File: src/rtl/adc_seq_pkg.sv
package adc_seq_pkg;

  typedef enum logic [1:0] {
    RNG_OK    = 2'b00,
    RNG_OVER  = 2'b01,
    RNG_UNDER = 2'b10
  } range_e;

  function automatic range_e classify(input logic otr, input logic msb);
    if (!otr)    return RNG_OK;
    else if (msb) return RNG_OVER;
    else          return RNG_UNDER;
  endfunction

endpackage

File: src/rtl/seq_rst_sync.sv
module seq_rst_sync #(
  parameter int STAGES = 2
) (
  input  logic clk,
  input  logic rst_n,
  output logic rst_int_n
);
  logic [STAGES-1:0] sync_q;
  logic [STAGES-1:0] sync_d;

  always_comb sync_d = {sync_q[STAGES-2:0], 1'b1};

  always_ff @(posedge clk or negedge rst_n) begin
    if (!rst_n) sync_q <= '0;
    else        sync_q <= sync_d;
  end

  assign rst_int_n = sync_q[STAGES-1];
endmodule

File: src/rtl/seq_group_timer.sv
module seq_group_timer #(
  parameter int GROUP  = 4,
  parameter int ADDR_W = 4,
  localparam int PH_W  = $clog2(GROUP)
) (
  input  logic              clk,
  input  logic              rst_n,
  input  logic [ADDR_W-1:0] next_chan,
  output logic [PH_W-1:0]   phase,
  output logic [ADDR_W-1:0] mux_addr
);
  localparam logic [PH_W-1:0] LAST = PH_W'(GROUP - 1);

  logic [PH_W-1:0]   phase_q, phase_d;
  logic [ADDR_W-1:0] mux_q, mux_d;
  logic              mux_en;

  always_comb begin
    mux_en  = (phase_q == LAST);
    phase_d = mux_en ? '0 : phase_q + 1'b1;
    mux_d   = mux_en ? next_chan : mux_q;
  end

  always_ff @(posedge clk or negedge rst_n) begin
    if (!rst_n) begin
      phase_q <= '0;
      mux_q   <= '0;
    end else begin
      phase_q <= phase_d;
      if (mux_en) mux_q <= mux_d;
    end
  end

  assign phase    = phase_q;
  assign mux_addr = mux_q;

  p_mux_group_start_r3: assert property (@(posedge clk) disable iff (!rst_n)
    !$stable(mux_q) |-> (phase_q == '0));

  p_phase_wrap_r2: assert property (@(posedge clk) disable iff (!rst_n)
    ($past(phase_q) == LAST) |-> (phase_q == '0));
endmodule

File: src/rtl/seq_tag_pipe.sv
module seq_tag_pipe #(
  parameter int GROUP  = 4,
  parameter int KEEP   = 1,
  parameter int LAT    = 3,
  parameter int ADDR_W = 4,
  localparam int PH_W  = $clog2(GROUP)
) (
  input  logic              clk,
  input  logic              rst_n,
  input  logic [PH_W-1:0]   phase,
  input  logic [ADDR_W-1:0] chan,
  output logic              hit,
  output logic [ADDR_W-1:0] hit_chan
);
  localparam logic [PH_W-1:0] KEEP_PH = PH_W'(KEEP);

  logic [LAT-1:0]    keep_q;
  logic [ADDR_W-1:0] chan_q [LAT];

  always_ff @(posedge clk or negedge rst_n) begin
    if (!rst_n) begin
      keep_q[0] <= 1'b0;
      chan_q[0] <= '0;
    end else begin
      keep_q[0] <= (phase == KEEP_PH);
      chan_q[0] <= chan;
    end
  end

  for (genvar s = 1; s < LAT; s++) begin : g_stage
    always_ff @(posedge clk or negedge rst_n) begin
      if (!rst_n) begin
        keep_q[s] <= 1'b0;
        chan_q[s] <= '0;
      end else begin
        keep_q[s] <= keep_q[s-1];
        chan_q[s] <= chan_q[s-1];
      end
    end
  end

  assign hit      = keep_q[LAT-1];
  assign hit_chan = chan_q[LAT-1];

  p_tag_sparse_r4: assert property (@(posedge clk) disable iff (!rst_n)
    keep_q[0] |=> !keep_q[0]);
endmodule

File: src/rtl/seq_capture.sv
module seq_capture
  import adc_seq_pkg::*;
#(
  parameter int DATA_W = 14,
  parameter int ADDR_W = 4
) (
  input  logic              clk,
  input  logic              rst_n,
  input  logic              hit,
  input  logic [ADDR_W-1:0] hit_chan,
  input  logic [DATA_W-1:0] adc_data,
  input  logic              adc_otr,
  output logic [DATA_W-1:0] cap_data,
  output logic [ADDR_W-1:0] cap_chan,
  output range_e            cap_range,
  output logic              dma_req
);
  logic [DATA_W-1:0] data_q, data_d;
  logic [ADDR_W-1:0] chan_q, chan_d;
  range_e            rng_q, rng_d;
  logic              req_q, req_d;

  always_comb begin
    data_d = data_q;
    chan_d = chan_q;
    rng_d  = rng_q;
    req_d  = hit;
    if (hit) begin
      data_d = adc_data;
      chan_d = hit_chan;
      rng_d  = classify(adc_otr, adc_data[DATA_W-1]);
    end
  end

  always_ff @(posedge clk or negedge rst_n) begin
    if (!rst_n) begin
      data_q <= '0;
      chan_q <= '0;
      rng_q  <= RNG_OK;
      req_q  <= 1'b0;
    end else begin
      req_q <= req_d;
      if (hit) begin
        data_q <= data_d;
        chan_q <= chan_d;
        rng_q  <= rng_d;
      end
    end
  end

  assign cap_data  = data_q;
  assign cap_chan  = chan_q;
  assign cap_range = rng_q;
  assign dma_req   = req_q;

  p_hold_idle_r8: assert property (@(posedge clk) disable iff (!rst_n)
    !hit |=> ($stable(data_q) && $stable(chan_q) && $stable(rng_q)));

  p_latch_word_r5: assert property (@(posedge clk) disable iff (!rst_n)
    hit |=> (data_q == $past(adc_data)));
endmodule

File: src/rtl/adc_capture_seq.sv
module adc_capture_seq
  import adc_seq_pkg::*;
#(
  parameter int DATA_W = 14,
  parameter int ADDR_W = 4,
  parameter int GROUP  = 4,
  parameter int KEEP   = 1,
  parameter int LAT    = 3,
  parameter int SYNC   = 2
) (
  input  logic              clk,
  input  logic              rst_n,
  input  logic [DATA_W-1:0] adc_data,
  input  logic              adc_otr,
  input  logic [ADDR_W-1:0] next_chan,
  output logic [ADDR_W-1:0] mux_addr,
  output logic [DATA_W-1:0] cap_data,
  output logic [ADDR_W-1:0] cap_chan,
  output logic [1:0]        cap_range,
  output logic              dma_req
);
  localparam int PH_W  = $clog2(GROUP);
  localparam int GAP_W = $clog2(GROUP) + 2;

  logic              rst_int_n;
  logic [PH_W-1:0]   phase;
  logic              hit;
  logic [ADDR_W-1:0] hit_chan;
  range_e            rng;

  seq_rst_sync #(.STAGES(SYNC)) u_rst (
    .clk       (clk),
    .rst_n     (rst_n),
    .rst_int_n (rst_int_n)
  );

  seq_group_timer #(.GROUP(GROUP), .ADDR_W(ADDR_W)) u_timer (
    .clk       (clk),
    .rst_n     (rst_int_n),
    .next_chan (next_chan),
    .phase     (phase),
    .mux_addr  (mux_addr)
  );

  seq_tag_pipe #(.GROUP(GROUP), .KEEP(KEEP), .LAT(LAT), .ADDR_W(ADDR_W)) u_tags (
    .clk      (clk),
    .rst_n    (rst_int_n),
    .phase    (phase),
    .chan     (mux_addr),
    .hit      (hit),
    .hit_chan (hit_chan)
  );

  seq_capture #(.DATA_W(DATA_W), .ADDR_W(ADDR_W)) u_cap (
    .clk       (clk),
    .rst_n     (rst_int_n),
    .hit       (hit),
    .hit_chan  (hit_chan),
    .adc_data  (adc_data),
    .adc_otr   (adc_otr),
    .cap_data  (cap_data),
    .cap_chan  (cap_chan),
    .cap_range (rng),
    .dma_req   (dma_req)
  );

  assign cap_range = rng;

  // spacing monitor for the request strobe
  logic [GAP_W-1:0] gap_q;
  logic             seen_q;
  always_ff @(posedge clk or negedge rst_int_n) begin
    if (!rst_int_n) begin
      gap_q  <= '0;
      seen_q <= 1'b0;
    end else begin
      if (dma_req) begin
        gap_q  <= '0;
        seen_q <= 1'b1;
      end else if (gap_q != '1) begin
        gap_q <= gap_q + 1'b1;
      end
    end
  end

  p_req_spacing_r4: assert property (@(posedge clk) disable iff (!rst_int_n)
    (dma_req && seen_q) |-> (gap_q == GAP_W'(GROUP - 1)));

  p_req_single_r4: assert property (@(posedge clk) disable iff (!rst_int_n)
    dma_req |=> !dma_req);

  p_over_sign_r7: assert property (@(posedge clk) disable iff (!rst_int_n)
    (cap_range == 2'b01) |-> cap_data[DATA_W-1]);

  p_under_sign_r7: assert property (@(posedge clk) disable iff (!rst_int_n)
    (cap_range == 2'b10) |-> !cap_data[DATA_W-1]);

  p_reset_quiet_r1: assert property (@(posedge clk)
    !rst_int_n |-> (!dma_req && mux_addr == '0));
endmodule

File: config.mk
export PLATFORM = sky130hd
export DESIGN_NAME = adc_capture_seq
export DESIGN_NICKNAME = d
export VERILOG_FILES = /design/src/rtl/adc_seq_pkg.sv /design/src/rtl/seq_rst_sync.sv /design/src/rtl/seq_group_timer.sv /design/src/rtl/seq_tag_pipe.sv /design/src/rtl/seq_capture.sv /design/src/rtl/adc_capture_seq.sv
export SDC_FILE = /design/constraint.sdc
export NUM_CORES = 1
export LEC_CHECK = 0
export BUFFER_PORTS_ARGS = -buffer_cell sky130_fd_sc_hd__buf_2
export CAP_MARGIN = 25
export CELL_PAD_IN_SITES_DETAIL_PLACEMENT = 0
export CELL_PAD_IN_SITES_GLOBAL_PLACEMENT = 1
export CORE_MARGIN = 3
export CORE_UTILIZATION = 40
export CTS_CLUSTER_DIAMETER = 80
export DETAILED_ROUTE_END_ITERATION = 7
export PLACE_DENSITY = 0.82
export SETUP_SLACK_MARGIN = 0.1
export SYNTH_ARGS = -nofsm -noshare
export SYNTH_HDL_FRONTEND = slang
export SYNTH_SLANG_ARGS = --single-unit
File: constraint.sdc
create_clock -name clk -period 1.5 [get_ports clk]
set_input_delay 0 -clock clk [delete_from_list [all_inputs] [get_ports clk]]
set_output_delay 0 -clock clk [all_outputs]
set_load 0.01 [all_outputs]
# Word-level counts from Yosys, hierarchy flattened
# Index checks and enable logic that the tools add are counted.
# W data, S select, Z words.
[totals]
reg_bits = 44
input_bits = 21
output_inout_bits = 25
wordCells = 19
[classes]
addsub = 1
n_eq_ne = 2
muxes = 3
[ops]
columns = ["operator", "n"]
rows = [
  ["$mux W2", 3],
  ["$add A2 B1 Y2 const B", 1],
  ["$eq A2 B1 Y1 const B", 1],
  ["$eq A2 B2 Y1 const B", 1],
]

# Depth between registers and ports, before layout
[logic_depth]
word_depth = 2
depth_mapped = 3
mapped_depth_nobuf = 3

# Hierarchy
# Synthesis repeated with hierarchy kept, for this count alone.
[unflattened]
hier_cells = 82
area_unflattened_um2 = 1465.2
[by_module_without_submodules]
columns = ["module", "n_inst", "cells_each", "area_each_um2", "seq_area_each_um2"]
rows = [
  ["seq_capture", 1, 47, 780.7, 525.5],
  ["seq_tag_pipe", 1, 20, 419.2, 375.4],
  ["seq_group_timer", 1, 12, 211.5, 150.1],
  ["seq_rst_sync", 1, 3, 53.8, 50.0],
]

# Least setup slack after synthesis
# No wires, ideal clock.
[synth_path]
path_kind = "reg2reg"
startpoint = "register u_timer.phase_q[0], in the netlist u_timer.phase[0]"
endpoint = "register u_timer.mux_q[0], in the netlist u_timer.mux_addr[0]"
setup_time_ps = 125
t_arrival_ps = 924
required_time_ps = 1375
slack_ps = 452
path_stages_with_launch = 3
n_path_buf = 0
path_cell_list = "dfrtp_1 > ha_1 > mux2_2"
[synth_via]
elab_chain_cells = 1
[synth_rtl]
columns = ["item", "line_no", "rtl"]
rows = [
  ["start, declared", "seq_group_timer.sv:14", "logic [PH_W-1:0] phase_q, phase_d;"],
  ["start signal, assigned", "seq_group_timer.sv:29", "phase_q <= phase_d;"],
  ["$eq A2 B2 Y1", "seq_group_timer.sv:19", "mux_en = (phase_q == LAST);"],
  ["end signal, assigned", "seq_group_timer.sv:30", "if (mux_en) mux_q <= mux_d;"],
  ["end, declared", "seq_group_timer.sv:15", "logic [ADDR_W-1:0] mux_q, mux_d;"],
]
# Every way passes these cells.
# A chain may end at the register's enable or synchronous reset.

# Worst setup path in the final report
# Same ends and word-level chain as after synthesis.

==> run metrics <==
Sum Neg Setup Slack=0 ps; register area share after synthesis=76.39%; cell area after synthesis=0.001441 sq mm; root buf cell=clkbuf_4; Synth async-reset ratio=100.0%; Die ar.=0.004360 sq mm; synthesized area per cell=18.02 sq um; cts repair resizes=0; WHS=305.2 ps; r2r endpoint=u_timer.mux_addr[0]; slowest CP cell=dfrtp_1; Yosys top cell area share=76.39%; Placed Area=0.001718 sq mm; buffers added on ports=45; grt total ovfl=0; Die X=66.03 microns; CTS sink count=44; top post-synthesis cells by area=dfrtp_1, mux2_2, ha_1; htree depth=2; Critical Path RT=1710 ps; DRT iter0 DRCs=38; post-synth cell types=10; Std-Cell Core Area=0.003416 sq mm; yosys warns=0; DRT Wirelength=2224 microns; launching point of the worst reg2reg path=u_timer.phase[0]; fin area=0.001987 sq mm; DRC errors left=0; Fillers=292; syn_nets=103; Post-CTS Setup Bufs=0; clock buffer depth=2; cells after synthesis=80; Max Fclk=882.1 MHz; WP data arrival=1350 ps; crit path buf inv count=0; crit-path cells=ha_1 > mux2_2; Inserted Clock Buffers=5; predominant post-synthesis flop cell=dfrtp_1; CP peak stage delay=400 ps; num rows=21; initial antenna violation count=0; CTS tree=done; starting density of the core=42.20%; layout cells sized above 1=49.35%; HP Class=reg2async; clock latency at the later pin of the worst-skew pair=320 ps; Synth-to-Final Area Change=37.85%; reg-to-reg setup timing slack=370 ps; RSZ-0062 raised after global routing=false; critical-path maximum fanout=5; vias in the first global route=859; status=finished, final reports clean; RePlAce Congestion=0.6110; Commonest cells post-synth=dfrtp_1, mux2_2, inv_1; Hold Fails Final Rpt=0; Worst setup SP type=register; All-Layer GR Usage=11.10%; DR vias=872; largest net degree at the start of global routing=43; FF+latch count, synth=44; count leader, synth=dfrtp_1; critical path launch point=u_timer.phase[0]; Tcrit/Tclk final=75.58%; area leader, netlist=dfrtp_1; CP delay by family, top=flip-flops; final net count=176; number of max-cap violations=0; Die Ht=66.03 microns; I/O Pins=46; Final Setup Violations=0; antenna-violating nets left=0; Tmin final=1134 ps; setup skew after layout=7.554 ps; DR WL/cell=11.12 microns; cts-stage hold buffer count=21; peak supply drop=549.6 uV; Leak Pwr=0.9710 nW; PwrDens=996.7 mW/mm^2; HPWL reported at the end of detailed placement=1477 microns; number of synthesized flops with an enable pin=0; crit path capture type=register; vias per cell=4.360; first-pass GRT wire length=3567 microns; ANT cells=0; Reg2Reg Depth=2; Clock Pin Slew Worst Setup and Hold Paths=110 ps; Final Max Slew Viols=0; DR pass1 iterations=4; Setup Crit Path Kind=reg2reg
[cells in the final DEF (no fill, tap or decap), drive strengths merged]
cell,n
conb,1
nand3b,1
buf,47
inv,4
dfrtp,44
ha,2
mux2,22
nand3,1
clkbuf,8
nor2,1
o21ai,2
dlygate4sd3,21
[power by group]
part | switching, mW | internal [mW] | total (mW)
Combinational | 0.0730 | 0.101 | 0.174
Sequential | 0.0202 | 1.24 | 1.26
Clock | 0.318 | 0.232 | 0.549
[metrics by stage]
| step | instances | power [mW] | setup slack, ps | util, % |
|---|---|---|---|---|
| floorplan | 80 | 1.342 | 184.8 | - |
| global placement | 171 | 1.409 | 423.6 | 50.29 |
| global route | 200 | 2.093 | 303.0 | 58.17 |
| finish | 200 | 1.980 | 366.3 | 58.17 |
| CTS | 200 | 2.009 | 362.0 | 58.17 |
| detailed placement | 171 | 1.416 | 371.0 | 50.29 |
[routing by layer]
layer  up-vias  GRT usage (%)  part of all wire, %
met5         -              0                    0
met4         0          5.330                  2.0
met3         6          4.762                  7.1
met2        31          18.40                   51
met1       427          12.19                   40
li1        408              -                    -
[worst max-delay path by stage]
stage	cells after the start	slack, ps	to
finish	2	370	u_timer.mux_addr[0]
global route	2	300	u_timer.mux_addr[0]
CTS	2	360	u_timer.mux_addr[2]
detailed placement	2	370	u_timer.mux_addr[3]
global placement	2	420	u_timer.mux_addr[3]
floorplan	0	180	u_cap.cap_chan[0]
[final cells by class]
cell class,instances,area [sq um],area share [%]
Clock buffer,8,58.81,2.960
Sequential cell,44,1102,55.48
Multi-Input combinational cell,30,302.8,15.24
Inverter,4,15.01,0.7557
Tap cell,46,57.56,2.897
Timing Repair Buffer,68,450.4,22.67
[registers in the layout, summed over array words and instances (netlist names)]
register,count
u_tags.hit_chan,4
u_tags.chan_q,8
u_cap.cap_data,14
u_cap.dma_req,1
u_cap.cap_range,2
u_tags.keep_q,2
u_timer.mux_addr,4
u_timer.phase,2
u_rst.sync_q,2
u_tags.hit,1
u_cap.cap_chan,4
[logic make-up after synthesis]
group,share of synthesized area (%)
DFF,76.39
muxes,17.19
buffers and inverters,2.604
and+or+nand+nor,1.128
AOI/OAI and AO/OA,0.6945
adders and majority gates,1.736
other,0.2602
[worst register-to-register path, stage by stage, from the launching register on]
cell and delay (ps):
dfrtp_1 400, ha_1 270, mux2_2 360
Power figures use the tool's default switching activity.
